File: config.mk
export PLATFORM = sky130hd
export DESIGN_NAME = dual_slope_seq
export DESIGN_NICKNAME = d
export VERILOG_FILES = /design/src/rtl/dsc_pkg.sv /design/src/rtl/dsc_phase_timer.sv /design/src/rtl/dsc_slope_tracker.sv /design/src/rtl/dsc_switch_drive.sv /design/src/rtl/dual_slope_seq.sv
export SDC_FILE = /design/constraint.sdc
export NUM_CORES = 1
export LEC_CHECK = 0
export ABC_AREA = 1
export BUFFER_PORTS_ARGS = -buffer_cell sky130_fd_sc_hd__buf_2
export CELL_PAD_IN_SITES_DETAIL_PLACEMENT = 0
export CELL_PAD_IN_SITES_GLOBAL_PLACEMENT = 1
export CORE_ASPECT_RATIO = 0.75
export CORE_MARGIN = 5
export CORE_UTILIZATION = 38
export DETAILED_ROUTE_END_ITERATION = 10
export PLACE_DENSITY = 0.85
export SLEW_MARGIN = 10
export SYNTH_ARGS = -nofsm -noshare
export SYNTH_HDL_FRONTEND = slang
export SYNTH_HIERARCHICAL = 1
export SYNTH_SLANG_ARGS = --single-unit
File: constraint.sdc
create_clock -name clk -period 1.8 [get_ports clk]
set_clock_uncertainty 0.15 [all_clocks]
set_input_delay 0.54 -clock clk [delete_from_list [all_inputs] [get_ports clk]]
set_output_delay 0.54 -clock clk [all_outputs]
set_load 0.02 [all_outputs]
File: src/rtl/dsc_pkg.sv
package dsc_pkg;

  typedef enum logic [1:0] {
    PH_ZERO   = 2'd0,
    PH_SIGNAL = 2'd1,
    PH_DEINT  = 2'd2
  } phase_t;

  // bits needed to hold the value n
  function automatic int width_for(input int n);
    return (n < 2) ? 1 : $clog2(n + 1);
  endfunction

  function automatic int max3(input int a, input int b, input int c);
    int m;
    m = (a > b) ? a : b;
    return (m > c) ? m : c;
  endfunction

  // the integrator has passed zero once the comparator disagrees with the held sign
  function automatic logic zero_crossed(input logic cmp_now, input logic held_sign);
    return cmp_now ^ held_sign;
  endfunction

  function automatic phase_t next_phase(input phase_t p);
    case (p)
      PH_ZERO:   return PH_SIGNAL;
      PH_SIGNAL: return PH_DEINT;
      default:   return PH_ZERO;
    endcase
  endfunction

endpackage

File: src/rtl/dsc_phase_timer.sv
module dsc_phase_timer
  import dsc_pkg::*;
#(
  parameter int ZERO_CLKS = 10000,
  parameter int SIG_CLKS  = 10000,
  parameter int REF_CLKS  = 20000,
  parameter int CW        = width_for(max3(ZERO_CLKS, SIG_CLKS, REF_CLKS))
) (
  input  logic          clk,
  input  logic          rst_n,
  output phase_t        phase,
  output logic [CW-1:0] tick,
  output logic          phase_last
);

  logic [CW-1:0] len_m1;

  always_comb begin
    case (phase)
      PH_ZERO:   len_m1 = CW'(ZERO_CLKS - 1);
      PH_SIGNAL: len_m1 = CW'(SIG_CLKS - 1);
      default:   len_m1 = CW'(REF_CLKS - 1);
    endcase
  end

  assign phase_last = (tick == len_m1);

  always_ff @(posedge clk) begin
    if (!rst_n) begin
      phase <= PH_ZERO;
      tick  <= '0;
    end else if (phase_last) begin
      phase <= next_phase(phase);
      tick  <= '0;
    end else begin
      tick  <= tick + 1'b1;
    end
  end

endmodule

File: src/rtl/dsc_slope_tracker.sv
module dsc_slope_tracker
  import dsc_pkg::*;
#(
  parameter int REF_CLKS = 20000,
  parameter int CW       = 15,
  parameter int RW       = width_for(REF_CLKS)
) (
  input  logic          clk,
  input  logic          rst_n,
  input  phase_t        phase,
  input  logic [CW-1:0] tick,
  input  logic          phase_last,
  input  logic          cmp_high,
  output logic          sign_hold,
  output logic          crossed,
  output logic          crossing_evt,
  output logic          slot_end,
  output logic [RW-1:0] result,
  output logic          pol_neg,
  output logic          overrange,
  output logic          done
);

  logic [RW-1:0] cap_cnt;
  logic          sig_end;

  assign sig_end      = (phase == PH_SIGNAL) && phase_last;
  assign slot_end     = (phase == PH_DEINT) && phase_last;
  assign crossing_evt = (phase == PH_DEINT) && !crossed && zero_crossed(cmp_high, sign_hold);

  always_ff @(posedge clk) begin
    if (!rst_n) begin
      sign_hold <= 1'b0;
      crossed   <= 1'b0;
      cap_cnt   <= '0;
      result    <= '0;
      pol_neg   <= 1'b0;
      overrange <= 1'b0;
      done      <= 1'b0;
    end else begin
      done <= 1'b0;
      if (sig_end) begin
        sign_hold <= cmp_high;
        crossed   <= 1'b0;
      end
      if (crossing_evt) begin
        crossed <= 1'b1;
        cap_cnt <= RW'(tick);
      end
      if (slot_end) begin
        done    <= 1'b1;
        pol_neg <= !sign_hold;
        if (crossed) begin
          result    <= cap_cnt;
          overrange <= 1'b0;
        end else if (crossing_evt) begin
          result    <= RW'(tick);
          overrange <= 1'b0;
        end else begin
          result    <= RW'(REF_CLKS);
          overrange <= 1'b1;
        end
      end
    end
  end

endmodule

File: src/rtl/dsc_switch_drive.sv
module dsc_switch_drive
  import dsc_pkg::*;
(
  input  phase_t phase,
  input  logic   crossed,
  input  logic   sign_hold,
  output logic   sw_zero,
  output logic   sw_signal,
  output logic   sw_ref_pos,
  output logic   sw_ref_neg
);

  logic ref_on;

  assign ref_on     = (phase == PH_DEINT) && !crossed;
  assign sw_zero    = (phase == PH_ZERO);
  assign sw_signal  = (phase == PH_SIGNAL);
  assign sw_ref_pos = ref_on && !sign_hold;
  assign sw_ref_neg = ref_on && sign_hold;

endmodule

File: src/rtl/dual_slope_seq.sv
module dual_slope_seq
  import dsc_pkg::*;
#(
  parameter int ZERO_CLKS = 10000,
  parameter int SIG_CLKS  = 10000,
  parameter int REF_CLKS  = 20000,
  localparam int CW       = width_for(max3(ZERO_CLKS, SIG_CLKS, REF_CLKS)),
  localparam int RW       = width_for(REF_CLKS)
) (
  input  logic          clk,
  input  logic          rst_n,
  input  logic          cmp_high,
  output logic          sw_zero,
  output logic          sw_signal,
  output logic          sw_ref_pos,
  output logic          sw_ref_neg,
  output logic [RW-1:0] result,
  output logic          pol_neg,
  output logic          overrange,
  output logic          done
);

  phase_t        phase;
  logic [CW-1:0] tick;
  logic          phase_last;
  logic          sign_hold;
  logic          crossed;
  logic          crossing_evt;
  logic          slot_end;

  dsc_phase_timer #(
    .ZERO_CLKS(ZERO_CLKS), .SIG_CLKS(SIG_CLKS), .REF_CLKS(REF_CLKS), .CW(CW)
  ) u_timer (
    .clk(clk), .rst_n(rst_n), .phase(phase), .tick(tick), .phase_last(phase_last)
  );

  dsc_slope_tracker #(.REF_CLKS(REF_CLKS), .CW(CW), .RW(RW)) u_track (
    .clk(clk), .rst_n(rst_n), .phase(phase), .tick(tick), .phase_last(phase_last),
    .cmp_high(cmp_high), .sign_hold(sign_hold), .crossed(crossed),
    .crossing_evt(crossing_evt), .slot_end(slot_end), .result(result),
    .pol_neg(pol_neg), .overrange(overrange), .done(done)
  );

  dsc_switch_drive u_sw (
    .phase(phase), .crossed(crossed), .sign_hold(sign_hold),
    .sw_zero(sw_zero), .sw_signal(sw_signal),
    .sw_ref_pos(sw_ref_pos), .sw_ref_neg(sw_ref_neg)
  );

endmodule

* Yosys cells after proc, flatten, opt, wreduce, memory -nomap -nowiden
Index checks and enable logic that the tools add are counted.
Cells by class: $add $sub $neg 1, equal/unequal tests 3, mux-type cells 9, bitwise logic cells 2, reductions and logical operators 12
Operators by type and width (count):
- 15-bit 2-to-1 mux | 3
- 15-bit by 1-bit adder with 15-bit output, second input constant | 1
- 15-bit equality test | 1
- 1-bit logical AND | 6
- 1-bit 2-to-1 mux | 5
- 2-bit one-hot mux with 2 select lines | 1
- 2-bit OR reduction | 2
- 2-bit by 1-bit equality test with 1-bit output, second input constant | 1
- 2-bit equality test, second input constant | 1
- 1-bit zero test | 2
- 2-bit zero test | 1
- 2-bit nonzero test | 1
- 1-bit NOT | 1
- 1-bit bitwise XOR | 1
Storage, ports and cells: bits in registers 52, input bits 3, output and inout port bits 22, word-level logic and storage cells 36

* Longest topological paths before layout
Gate-level depths: netlist of run 1.
depth after elaboration 7, depth in mapped cells 13, depth with buffers taken out 12

* Cells and area by module
Netlist of run 1, hierarchy kept.
By module, submodules not included:
- dsc_slope_tracker | instances 1, cells an instance 177, area each 1432.6 µm², sequential area each 700.7 µm²
- dsc_phase_timer | instances 1, cells an instance 141, area each 920.9 µm², sequential area each 340.3 µm²
- dsc_switch_drive | instances 1, cells an instance 8, area each 31.3 µm², sequential area each 0.0 µm²

* Least setup slack after synthesis of run 1
No wires, ideal clock.
path kind register to register, start reg u_timer.tick[0], end reg u_track.result[12], library setup time 0.119 ns, arrival 1.610 ns, data required time 1.531 ns, setup slack -0.079 ns, cell stages (with the launch flop) 12, buffers on the path 1, clock period less this slack 1.879 ns, path through dfxtp_1 > ha_1 > nand2_2 > nor2_4 > nand2_2 > nor2_4 > nand2_2 > inv_1 > nand3_2 > clkbuf_1 > a21oi_1 > a21oi_1
On the way: cells in the longest elaborated chain, start to end 2
Ends and longest elaborated chain:
- start, declared | RTL line dsc_phase_timer.sv:12 | output logic [CW-1:0] tick,
- start signal, assigned | RTL line dsc_phase_timer.sv:36 | tick <= tick + 1'b1;
- 15-bit equality test | RTL line dsc_phase_timer.sv:26 | assign phase_last = (tick == len_m1);
- named net phase_last | RTL line dual_slope_seq.sv:25 | logic phase_last;
- 1-bit logical AND | RTL line dsc_slope_tracker.sv:28 | assign slot_end = (phase == PH_DEINT) && phase_last;
- end signal, assigned | RTL line dsc_slope_tracker.sv:54 | result <= cap_cnt;
- end signal, assigned | RTL line dsc_slope_tracker.sv:57 | result <= RW'(tick);
- end signal, assigned | RTL line dsc_slope_tracker.sv:60 | result <= RW'(REF_CLKS);
- end, declared | RTL line dsc_slope_tracker.sv:18 | output logic [RW-1:0] result,
The timed path passes the listed nets, and every way through them passes these cells. A chain may end at the register's enable or synchronous reset.

* Worst setup path in the final report of run 1
start reg u_timer.phase[1], end out sw_ref_pos
On the way: cells in the longest elaborated chain, start to end 3
Ends and longest elaborated chain:
- start, declared | RTL line dsc_phase_timer.sv:11 | output phase_t phase,
- start signal, assigned | RTL line dsc_phase_timer.sv:33 | phase <= next_phase(phase);
- 2-bit equality test | RTL line dsc_switch_drive.sv:15 | assign ref_on = (phase == PH_DEINT) && !crossed;
- 1-bit logical AND | RTL line dsc_switch_drive.sv:15
- 1-bit logical AND | RTL line dsc_switch_drive.sv:18 | assign sw_ref_pos = ref_on && !sign_hold;
- end, declared | RTL line dual_slope_seq.sv:15 | output logic sw_ref_pos,
Every way passes these cells.

==> impl_metrics.prom, run 1 <==
# TYPE chip_impl_metric gauge
chip_impl_info{name="result_of_the_run",value="completed"} 1
chip_impl_metric{name="route.final.wire_length",unit="mm"} 5.91
chip_impl_metric{name="fin_crit",unit="ps"} 1770
chip_impl_metric{name="cap_violations",unit=""} 0
chip_impl_metric{name="wire_per_inst",unit="um"} 13.0
chip_impl_info{name="layout.cells.most_common",value="sky130_fd_sc_hd__nand2_1"} 1
chip_impl_metric{name="crit_path_arrival_time",unit="ps"} 1080
chip_impl_metric{name="numClockSinks",unit=""} 52
chip_impl_metric{name="route.detailed.drc",unit=""} 0
chip_impl_metric{name="fillCellCount",unit=""} 640
chip_impl_metric{name="layout-drive-gt1-share",unit=""} 0.258
chip_impl_metric{name="syn_nets",unit=""} 329
chip_impl_metric{name="drt-pass1-iter-count",unit=""} 4
chip_impl_metric{name="initial_utilization",unit=""} 0.384
chip_impl_metric{name="vias_per_cell",unit=""} 4.83
chip_impl_info{name="cts_tree",value="built"} 1
chip_impl_metric{name="cts_buffers",unit=""} 5
chip_impl_info{name="worstPathCellList",value="buf_6 -> nand3_4 -> nor2_1 -> buf_4"} 1
chip_impl_metric{name="place_hpwl",unit="mm"} 4.00
chip_impl_metric{name="setup-violations-final",unit=""} 0
chip_impl_metric{name="cp.required",unit="ps"} 1110
chip_impl_metric{name="layout.core_utilization",unit=""} 0.480
chip_impl_metric{name="yosysWarningCount",unit=""} 6
chip_impl_metric{name="wire_length_of_the_first_global_routing_pass",unit="mm"} 9.46
chip_impl_metric{name="grt_antenna_before_repair",unit=""} 0
chip_impl_metric{name="clk-insertion-delay-late",unit="ps"} 300
chip_impl_metric{name="global_route.overflow_total",unit=""} 0
chip_impl_info{name="critical_path.endpoint_type",value="output port"} 1
chip_impl_metric{name="final_nets",unit=""} 375
chip_impl_metric{name="placedInstanceArea",unit="mm^2"} 0.00270
chip_impl_metric{name="row_count",unit=""} 25
chip_impl_metric{name="clkSlewWorstSetupHoldPaths",unit="ps"} 100
chip_impl_metric{name="clock_tree.buffer_depth",unit=""} 2
chip_impl_metric{name="port-buffer-count",unit=""} 24
chip_impl_metric{name="power-per-cell-area",unit="mW/mm^2"} 688
chip_impl_metric{name="total_leakage_power",unit="nW"} 1.24
chip_impl_metric{name="critical_path.max_fanout",unit=""} 4
chip_impl_metric{name="tightestPinTransition",unit="ps"} 397
chip_impl_info{name="final_cell_mix",value="61 x sky130_fd_sc_hd__nand2_1, 47 x sky130_fd_sc_hd__dfxtp_1, 40 x sky130_fd_sc_hd__a21oi_1, 38 x sky130_fd_sc_hd__nor2_1, 36 x sky130_fd_sc_hd__inv_1"} 1
chip_impl_metric{name="finalCritPeriodShare",unit=""} 0.984
chip_impl_metric{name="max_stage_delay",unit="ps"} 370
chip_impl_metric{name="antennaDiodeCount",unit=""} 0
chip_impl_metric{name="floorplan.core_area",unit="mm^2"} 0.00619
chip_impl_info{name="critical_path.startpoint_type",value="flop"} 1
chip_impl_metric{name="drt_first_iter_violations",unit=""} 177
chip_impl_metric{name="largest_net_degree_at_the_start_of_global_routing",unit=""} 25
chip_impl_metric{name="globalplace.congestion",unit=""} 0.806
chip_impl_metric{name="htree_num_levels",unit=""} 2
chip_impl_metric{name="syn_avg_cell_area",unit="um^2"} 7.33
chip_impl_metric{name="area_growth_syn_to_layout",unit="%"} 25.0
chip_impl_metric{name="die_area",unit="mm^2"} 0.00796
chip_impl_metric{name="grtUsageTotal",unit=""} 0.146
chip_impl_info{name="cts.root.buffer_cell",value="sky130_fd_sc_hd__clkbuf_8"} 1
chip_impl_metric{name="achievable-frequency",unit="MHz"} 565
chip_impl_info{name="path_delay_family",value="flip-flops"} 1
chip_impl_metric{name="worst-path-buf-inv",unit=""} 2
chip_impl_info{name="crit_type",value="reg2out"} 1
chip_impl_info{name="rsz0062_at_grt",value="true"} 1
chip_impl_info{name="critical_path.slowest_cell",value="sky130_fd_sc_hd__dfxtp_4"} 1
chip_impl_metric{name="die_width",unit="um"} 101
chip_impl_metric{name="slew_headroom",unit=""} 0.735
chip_impl_metric{name="fp.dieH",unit="um"} 78.6
chip_impl_metric{name="num_vias",unit=""} 2190
chip_impl_metric{name="combined_area_of_all_synthesized_cells",unit="mm^2"} 0.00238
chip_impl_info{name="min_path_type",value="reg2reg"} 1
chip_impl_metric{name="io-pin-count",unit=""} 25
chip_impl_metric{name="detail-route-antenna-nets",unit=""} 0
chip_impl_metric{name="timing.final.hold_violations",unit=""} 0
chip_impl_metric{name="finalInstanceArea",unit="mm^2"} 0.00298
chip_impl_metric{name="pins_over_slew_limit",unit=""} 0
chip_impl_metric{name="grt_pass1_vias",unit=""} 2023
chip_impl_metric{name="synth_cells",unit=""} 325
chip_impl_metric{name="vdd_ir_drop_max",unit="mV"} 0.364
layer usage:
layer  global-route usage  vias to the layer above  routed length (um)
met2                0.225                       58                2540
li1                     -                     1130                   -
met5                    0                        -                   0
met3               0.0337                        2                 357
met1                0.210                     1000                3000
met4               0.0239                        0                  17
worst register-to-register path, stage by stage, from the launching register on:
cell and delay (ps):
sky130_fd_sc_hd__dfxtp_4 380, sky130_fd_sc_hd__ha_4 150, sky130_fd_sc_hd__nand2_4 60, sky130_fd_sc_hd__nor2_4 100, sky130_fd_sc_hd__nand2_2 70, sky130_fd_sc_hd__nor2_4 90
sky130_fd_sc_hd__nand2_2 60, sky130_fd_sc_hd__inv_2 80, sky130_fd_sc_hd__nand3_4 100, sky130_fd_sc_hd__inv_6 110, sky130_fd_sc_hd__clkbuf_16 160, sky130_fd_sc_hd__o21ai_2 50
sky130_fd_sc_hd__nand2_1 70, sky130_fd_sc_hd__inv_1 40
sequential cells by signal (all words and copies together), names as in the netlist:
register           count
u_track/crossed        1
u_track/pol_neg        1
u_track/overrange      1
u_timer/tick          15
u_track/sign_hold      1
u_track/result        15
u_timer/phase          2
u_track/cap_cnt       15
u_track/done           1
final cells by class:
class                           count  area (um^2)  share of cell area
Inverter                           41          159              0.0534
Multi-Input combinational cell    220         1150               0.388
Clock buffer                        5         68.8              0.0231
Timing Repair Buffer               51          390               0.131
Sequential cell                    52         1050               0.354
Clock inverter                      3         46.3              0.0156
Tap cell                           81          101              0.0341
report_power, final:
part | switching, mW | internal, mW | leakage (nW) | total (mW)
Combinational | 0.0389 | 0.0185 | 0.764 | 0.0573
Sequential | 0.00792 | 1.15 | 0.422 | 1.16
Clock | 0.409 | 0.420 | 0.0548 | 0.828
path summary, 6_finish.rpt:
kind / slack [ps] / cells past startpoint / end / start
worst max-delay path: 30 / 4 / sw_ref_pos / u_timer/phase[1]
worst min-delay path: 310 / 1 / u_timer/tick[0] / u_timer/tick[0]
worst max register to register: 30 / 13 / u_track/overrange / u_timer/tick[0]
worst min register to register: 310 / 1 / u_timer/tick[0] / u_timer/tick[0]
stage by stage:
step | worst slack [ps] | TNS, ps | hold WS (ps) | power, mW | cells
2_1_floorplan | 1.31 | 0 | 279 | 1.23 | 325
3_3_place_gp | 76.9 | 0 | 292 | 1.25 | 438
3_5_place_dp | 61.0 | 0 | 299 | 1.25 | 438
4_1_cts | 14.1 | 0 | 315 | 2.07 | 446
5_1_grt | -70.9 | -630 | 326 | 2.13 | 453
6_report | 29.5 | 0 | 309 | 2.05 | 453
repair_timing:
action                     4_1_cts  5_1_grt
setup endpoints to repair        4       20
gates resized for setup          5       32
hold buffers                     0        0
pin swaps                        1        9
cloned                           0        3
buffers inserted                 1        4
Note: power is estimated with default switching activity, not from simulation.
==> run 2, diff against run 1 <==
--- a/config.mk
+++ b/config.mk
@@ -13,4 +13,5 @@
 export CORE_MARGIN = 5
 export CORE_UTILIZATION = 38
+export CTS_BUF_LIST = sky130_fd_sc_hd__clkbuf_16
 export DETAILED_ROUTE_END_ITERATION = 10
 export PLACE_DENSITY = 0.85
==> constraint.sdc (replaced) <==
create_clock -name clk -period 1.8 [get_ports clk]
set_clock_uncertainty 0.15 [all_clocks]
set_input_delay 0.36 -clock clk [delete_from_list [all_inputs] [get_ports clk]]
set_output_delay 0.36 -clock clk [all_outputs]
set_load 0.02 [all_outputs]
==> run 2 against run 1 <==
  * Clock power grew 33%
  * Sequential share of layout area grew 0.19 points
  * Clock-buffer cell count is the same
  * Via count decreased by 1.9%
  * Largest cell class unchanged
  * Utilization shrank 0.42 points
  * Setup slack gained 25 ps
  * Sequential cell count unchanged
  * Non-clock buffer count shrank 4
  * First-iteration DRC count is 16% lower
  * Die area unchanged
==> impl_metrics.prom, run 2 (same netlist as run 1, synthesis figures left out) <==
# TYPE chip_impl_metric gauge
chip_impl_metric{name="io-pin-count",unit=""} 25
chip_impl_metric{name="global_route.overflow_total",unit=""} 0
chip_impl_metric{name="total_leakage_power",unit="nW"} 1.24
chip_impl_metric{name="die_width",unit="um"} 101
chip_impl_metric{name="setup-violations-final",unit=""} 0
chip_impl_metric{name="row_count",unit=""} 25
chip_impl_info{name="critical_path.startpoint_type",value="flop"} 1
chip_impl_metric{name="vdd_ir_drop_max",unit="mV"} 0.401
chip_impl_metric{name="met1_usage",unit=""} 0.219
chip_impl_info{name="reg.largest.list",value="u_timer/tick x15, u_track/cap_cnt x15, u_track/result x15"} 1
chip_impl_metric{name="met2_track_demand_over_resource",unit=""} 0.212
chip_impl_metric{name="largest_net_degree_at_the_start_of_global_routing",unit=""} 25
chip_impl_metric{name="max_stage_delay",unit="ps"} 370
chip_impl_metric{name="grt_pass1_vias",unit=""} 1959
chip_impl_info{name="cts.root.buffer_cell",value="sky130_fd_sc_hd__clkbuf_16"} 1
chip_impl_metric{name="timing.final.hold_violations",unit=""} 0
chip_impl_metric{name="grtUsageTotal",unit=""} 0.148
chip_impl_metric{name="finalCritPeriodShare",unit=""} 0.970
chip_impl_metric{name="fillCellCount",unit=""} 624
chip_impl_info{name="hold_start",value="cmp_high"} 1
chip_impl_metric{name="clkSlewWorstSetupHoldPaths",unit="ps"} 70
chip_impl_metric{name="final_nets",unit=""} 371
chip_impl_metric{name="ff_latch_area",unit="mm^2"} 0.00105
chip_impl_metric{name="worst_slack",unit="ps"} 54.5
chip_impl_metric{name="multi_input_comb_area",unit="mm^2"} 0.00113
chip_impl_metric{name="antennaDiodeCount",unit=""} 0
chip_impl_metric{name="slew_headroom",unit=""} 0.732
chip_impl_metric{name="num_vias",unit=""} 2148
chip_impl_info{name="result_of_the_run",value="completed"} 1
chip_impl_metric{name="power-per-cell-area",unit="mW/mm^2"} 789
chip_impl_metric{name="grt_antenna_before_repair",unit=""} 0
chip_impl_metric{name="grt.met3_usage",unit=""} 0.0311
chip_impl_metric{name="fin_crit",unit="ps"} 1750
chip_impl_metric{name="critical_path.max_fanout",unit=""} 12
chip_impl_metric{name="postCtsHoldBufs",unit=""} 0
chip_impl_metric{name="pins_over_slew_limit",unit=""} 0
chip_impl_metric{name="initial_utilization",unit=""} 0.384
chip_impl_metric{name="dpl_worst_slack",unit="ps"} 52.0
chip_impl_info{name="final_cell_mix",value="62 x sky130_fd_sc_hd__nand2_1, 48 x sky130_fd_sc_hd__dfxtp_1, 40 x sky130_fd_sc_hd__a21oi_1, 39 x sky130_fd_sc_hd__nor2_1, 38 x sky130_fd_sc_hd__inv_1"} 1
chip_impl_info{name="worst_setup_path_startpoint",value="u_timer/tick[0]"} 1
chip_impl_metric{name="area_growth_syn_to_layout",unit="%"} 23.9
chip_impl_info{name="layout.cells.most_common",value="sky130_fd_sc_hd__nand2_1"} 1
chip_impl_info{name="min_path_type",value="in2reg"} 1
chip_impl_metric{name="drt_first_iter_violations",unit=""} 148
chip_impl_info{name="crit_type",value="reg2reg"} 1
chip_impl_metric{name="cts_buffers",unit=""} 5
chip_impl_metric{name="numClockSinks",unit=""} 52
chip_impl_metric{name="place_hpwl",unit="mm"} 3.96
chip_impl_info{name="worstPathCellList",value="ha_4 -> nand2_4 -> nor2_4 -> nand2_2 -> nor2_4 -> nand2_2 -> inv_2 -> nand3_4 -> inv_6 -> clkbuf_16 -> o21ai_1 -> a21oi_1"} 1
chip_impl_info{name="cts_tree",value="built"} 1
chip_impl_metric{name="tightestPinTransition",unit="ps"} 401
chip_impl_info{name="rsz0062_at_grt",value="true"} 1
chip_impl_info{name="grt-busiest-layer",value="met1"} 1
chip_impl_metric{name="achievable-frequency",unit="MHz"} 573
chip_impl_metric{name="port-buffer-count",unit=""} 24
chip_impl_metric{name="final-instance-count-excl-fill",unit=""} 449
chip_impl_metric{name="clockPowerShare",unit=""} 0.474
chip_impl_metric{name="cap_violations",unit=""} 0
chip_impl_metric{name="globalplace.congestion",unit=""} 0.808
chip_impl_metric{name="wire_per_inst",unit="um"} 13.1
chip_impl_metric{name="htree_num_levels",unit=""} 2
chip_impl_metric{name="route.detailed.drc",unit=""} 0
chip_impl_metric{name="power.share.combinational",unit=""} 0.026
chip_impl_metric{name="route.final.wire_length",unit="mm"} 5.88
chip_impl_metric{name="detail-route-antenna-nets",unit=""} 0
chip_impl_metric{name="design_power_total",unit="mW"} 2.33
chip_impl_metric{name="fp.dieH",unit="um"} 78.6
chip_impl_metric{name="vias_per_cell",unit=""} 4.78
chip_impl_info{name="critical_path.slowest_cell",value="sky130_fd_sc_hd__dfxtp_4"} 1
chip_impl_metric{name="crit_path_arrival_time",unit="ps"} 1820
chip_impl_metric{name="power.share.switching",unit=""} 0.210
chip_impl_metric{name="cp.required",unit="ps"} 1870
chip_impl_metric{name="clk-insertion-delay-late",unit="ps"} 290
chip_impl_metric{name="internal_power",unit="mW"} 1.84
chip_impl_metric{name="floorplan.core_area",unit="mm^2"} 0.00619
chip_impl_metric{name="tns",unit="ps"} 0
chip_impl_metric{name="clock_tree.buffer_depth",unit=""} 2
chip_impl_metric{name="layout-drive-gt1-share",unit=""} 0.226
chip_impl_info{name="critical_path.endpoint_type",value="flop"} 1
chip_impl_metric{name="seq_power_share",unit=""} 0.500
chip_impl_metric{name="p_sw",unit="mW"} 0.489
chip_impl_metric{name="drt-pass1-iter-count",unit=""} 4
chip_impl_info{name="reg2reg_from",value="u_timer/tick[0]"} 1
chip_impl_metric{name="die_area",unit="mm^2"} 0.00796
chip_impl_metric{name="wire_length_of_the_first_global_routing_pass",unit="mm"} 9.34
chip_impl_metric{name="dpl.cell_count",unit=""} 437
## run 2: routing by layer
metal | share of wire | wire, um
met5 | 0 | 0
met4 | 0.0085 | 50
met3 | 0.063 | 373
met2 | 0.43 | 2510
met1 | 0.50 | 2950
## run 2: final timing paths
| path | endpoint | slack, ps | cells after the start |
|---|---|---|---|
| min | u_track/sign_hold | 250 | 3 |
| max | u_track/result[12] | 50 | 12 |
| max reg2reg | u_track/result[12] | 50 | 12 |
| min reg2reg | u_timer/tick[0] | 300 | 1 |
## run 2: final cells by class
class                   instances  share of cell area
clock buffers                   5              0.0424
clock inverters                 3              0.0157
inverters                      41              0.0539
multi-input cells             220               0.382
flip-flops and latches         52               0.356
well taps                      81              0.0344
repair buffers                 47               0.115
## run 2: power by group through the flow
stage	combinational, mW	clock, mW	sequential (mW)
global placement	0.0536	0	1.19
CTS	0.0545	1.12	1.16
floorplan	0.0420	0	1.19
global route	0.0688	1.17	1.16
finish	0.0607	1.10	1.16
detailed placement	0.0539	0	1.19
## run 2: critical path: cells and delay by family (launching register included)
family                   cells  cell delay [ps]
AO/OA/AOI/OAI                2              200
adder cells (fa/ha/maj)      1              150
flip-flops                   1              370
AND/OR/NAND/NOR              6              460
buffers and inverters        3              360
## run 2: metrics by stage
step                      hold slack [ps]   util  area, um^2
after floorplan                       279      -        2410
after global placement                292  0.434        2690
after detailed placement              298  0.434        2690
after CTS                             242  0.462        2860
after global routing                  313  0.476        2950
final                                 249  0.476        2950
## run 2: what timing repair did
| action | in CTS | in global routing |
|---|---|---|
| endpoints found under the setup margin | 0 | 19 |
| endpoints found under the hold margin | 0 | 0 |
| resized for setup | 0 | 15 |
| setup buffers | 0 | 2 |
==> run 3, diff against run 2 <==
- PLACE_DENSITY: 0.85 -> default
- PLACE_DENSITY_LB_ADDON: default -> 0.15
==> run 3 against run 2 <==
  * Power is 5.6% lower
  * Critical endpoint is now u_track/result[7]
  * Die area did not move
  * First-iteration DRC count is 30% lower
  * Global-route usage rose by 0.73 points
==> impl_metrics.prom, run 3 (same netlist as run 1, synthesis figures left out) <==
# TYPE chip_impl_metric gauge
chip_impl_metric{name="drt-pass1-iter-count",unit=""} 4
chip_impl_metric{name="final_nets",unit=""} 375
chip_impl_metric{name="finalCritPeriodShare",unit=""} 0.963
chip_impl_metric{name="grtUsageTotal",unit=""} 0.155
chip_impl_metric{name="area_growth_syn_to_layout",unit="%"} 25.2
chip_impl_metric{name="initial_utilization",unit=""} 0.384
chip_impl_info{name="reg.largest.list",value="u_timer/tick x15, u_track/cap_cnt x15, u_track/result x15"} 1
chip_impl_metric{name="clk-insertion-delay-late",unit="ps"} 280
chip_impl_metric{name="grt_antenna_before_repair",unit=""} 0
chip_impl_info{name="crit_type",value="reg2reg"} 1
chip_impl_info{name="critical_path.startpoint_type",value="flop"} 1
chip_impl_metric{name="ff_latch_area",unit="mm^2"} 0.00105
chip_impl_metric{name="grt_pass1_vias",unit=""} 2049
chip_impl_metric{name="power-per-cell-area",unit="mW/mm^2"} 737
chip_impl_metric{name="fillCellCount",unit=""} 655
chip_impl_metric{name="port-buffer-count",unit=""} 24
chip_impl_metric{name="critical_path.max_fanout",unit=""} 6
chip_impl_metric{name="timing.final.hold_violations",unit=""} 0
chip_impl_metric{name="largest_net_degree_at_the_start_of_global_routing",unit=""} 25
chip_impl_metric{name="drt_first_iter_violations",unit=""} 103
chip_impl_info{name="result_of_the_run",value="completed"} 1
chip_impl_metric{name="cts_buffers",unit=""} 5
chip_impl_metric{name="globalplace.congestion",unit=""} 0.800
chip_impl_metric{name="multi_input_comb_area",unit="mm^2"} 0.00114
chip_impl_metric{name="cap_violations",unit=""} 0
chip_impl_info{name="min_path_type",value="in2reg"} 1
chip_impl_metric{name="pins_over_slew_limit",unit=""} 0
chip_impl_info{name="final_cell_mix",value="62 x sky130_fd_sc_hd__nand2_1, 49 x sky130_fd_sc_hd__dfxtp_1, 39 x sky130_fd_sc_hd__nor2_1, 38 x sky130_fd_sc_hd__inv_1, 37 x sky130_fd_sc_hd__a21oi_1"} 1
chip_impl_metric{name="cp.required",unit="ps"} 1870
chip_impl_metric{name="setup-violations-final",unit=""} 0
chip_impl_metric{name="antennaDiodeCount",unit=""} 0
chip_impl_metric{name="wire_length_of_the_first_global_routing_pass",unit="mm"} 9.90
chip_impl_metric{name="achievable-frequency",unit="MHz"} 577
chip_impl_metric{name="detail-route-antenna-nets",unit=""} 0
chip_impl_info{name="cts.root.buffer_cell",value="sky130_fd_sc_hd__clkbuf_16"} 1
chip_impl_metric{name="numClockSinks",unit=""} 52
chip_impl_metric{name="die_width",unit="um"} 101
chip_impl_info{name="critical_path.endpoint_type",value="flop"} 1
chip_impl_info{name="rsz0062_at_grt",value="true"} 1
chip_impl_metric{name="total_leakage_power",unit="nW"} 1.25
chip_impl_metric{name="route.detailed.drc",unit=""} 0
chip_impl_metric{name="crit_path_arrival_time",unit="ps"} 1810
chip_impl_metric{name="finalInstanceArea",unit="mm^2"} 0.00298
chip_impl_metric{name="num_vias",unit=""} 2114
chip_impl_metric{name="slew_headroom",unit=""} 0.729
chip_impl_metric{name="vias_per_cell",unit=""} 4.67
chip_impl_metric{name="htree_num_levels",unit=""} 2
chip_impl_metric{name="floorplan.core_area",unit="mm^2"} 0.00619
chip_impl_metric{name="clock_tree.buffer_depth",unit=""} 2
chip_impl_info{name="layout.cells.most_common",value="sky130_fd_sc_hd__nand2_1"} 1
chip_impl_metric{name="layout-drive-gt1-share",unit=""} 0.242
chip_impl_metric{name="placedInstanceArea",unit="mm^2"} 0.00270
chip_impl_metric{name="global_route.overflow_total",unit=""} 0
chip_impl_metric{name="vdd_ir_drop_max",unit="mV"} 0.375
chip_impl_metric{name="io-pin-count",unit=""} 25
chip_impl_metric{name="fp.dieH",unit="um"} 78.6
chip_impl_metric{name="row_count",unit=""} 25
chip_impl_metric{name="place_hpwl",unit="mm"} 4.12
chip_impl_metric{name="wire_per_inst",unit="um"} 12.9
chip_impl_metric{name="fin_crit",unit="ps"} 1730
chip_impl_metric{name="tightestPinTransition",unit="ps"} 406
chip_impl_metric{name="die_area",unit="mm^2"} 0.00796
chip_impl_info{name="cts_tree",value="built"} 1
chip_impl_metric{name="tns",unit="ps"} 0
chip_impl_metric{name="route.final.wire_length",unit="mm"} 5.83
chip_impl_metric{name="clkSlewWorstSetupHoldPaths",unit="ps"} 70
chip_impl_metric{name="postCtsHoldBufs",unit=""} 0
[run 3: cell types whose count changed in the layout (fill, tap and decap cells not counted), moves of 2 or more]
cell                      before  now
sky130_fd_sc_hd__o21ai_0      12   14
sky130_fd_sc_hd__a21oi_1      40   37
sky130_fd_sc_hd__buf_4        20   23
sky130_fd_sc_hd__a21oi_2       6    9
sky130_fd_sc_hd__o21ai_1       8    5
sky130_fd_sc_hd__buf_6         0    2
[run 3: layout make-up]
cell class,count,area share
Multi-Input combinational cell,220,0.383
Sequential cell,52,0.351
Timing Repair Buffer,51,0.128
Inverter,41,0.0533
Clock buffer,5,0.0420
Tap cell,81,0.0340
Clock inverter,3,0.00923
[run 3: critical path, stage by stage (launching register included)]
cell and delay, ps:
sky130_fd_sc_hd__dfxtp_2 350, sky130_fd_sc_hd__ha_4 150, sky130_fd_sc_hd__nand2_4 60, sky130_fd_sc_hd__nor2_4 90
sky130_fd_sc_hd__nand2_2 70, sky130_fd_sc_hd__nor2_4 90, sky130_fd_sc_hd__nand2_2 80, sky130_fd_sc_hd__inv_2 80
sky130_fd_sc_hd__nand3_4 90, sky130_fd_sc_hd__inv_6 110, sky130_fd_sc_hd__clkbuf_16 140, sky130_fd_sc_hd__o21ai_0 70
sky130_fd_sc_hd__a21oi_1 130
[run 3: power breakdown]
part	leakage [nW]	internal [mW]	switching, mW
Clock	0.0719	0.528	0.445
Sequential	0.421	1.15	0.00526
Combinational	0.763	0.0230	0.0414
[run 3: timing repair]
action | CTS | global route
setup endpoints to repair | 1 | 19
buffers inserted | 2 | 2
cloned | 0 | 3
resized for setup | 0 | 17
pin swaps | 0 | 4
[run 3: path summary, 6_finish.rpt]
| kind | cells past startpoint | start | slack, ps | end |
|---|---|---|---|---|
| worst max register to register | 12 | u_timer/tick[0] | 70 | u_track/result[7] |
| worst min-delay path | 3 | cmp_high | 280 | u_track/sign_hold |
| worst max-delay path | 12 | u_timer/tick[0] | 70 | u_track/result[7] |
| worst min register to register | 2 | u_track/cap_cnt[9] | 310 | u_track/cap_cnt[9] |
[run 3: routing by layer]
| layer | track usage | wire length [um] | vias up |
|---|---|---|---|
| met1 | 0.224 | 3170 | 958 |
| met4 | 0.0305 | 14 | 0 |
| met5 | 0 | 0 | - |
| met2 | 0.238 | 2470 | 29 |
| li1 | - | - | 1125 |
| met3 | 0.0320 | 184 | 2 |
[run 3: through the flow]
stage	hold WS, ps	power [mW]	worst slack, ps	util	std cells
floorplan	279	1.23	1.31	-	325
global placement	294	1.25	67.0	0.435	438
detailed placement	298	1.25	11.5	0.435	438
CTS	264	2.23	10.4	0.462	448
global route	318	2.29	-60.7	0.481	453
finish	279	2.20	66.5	0.481	453
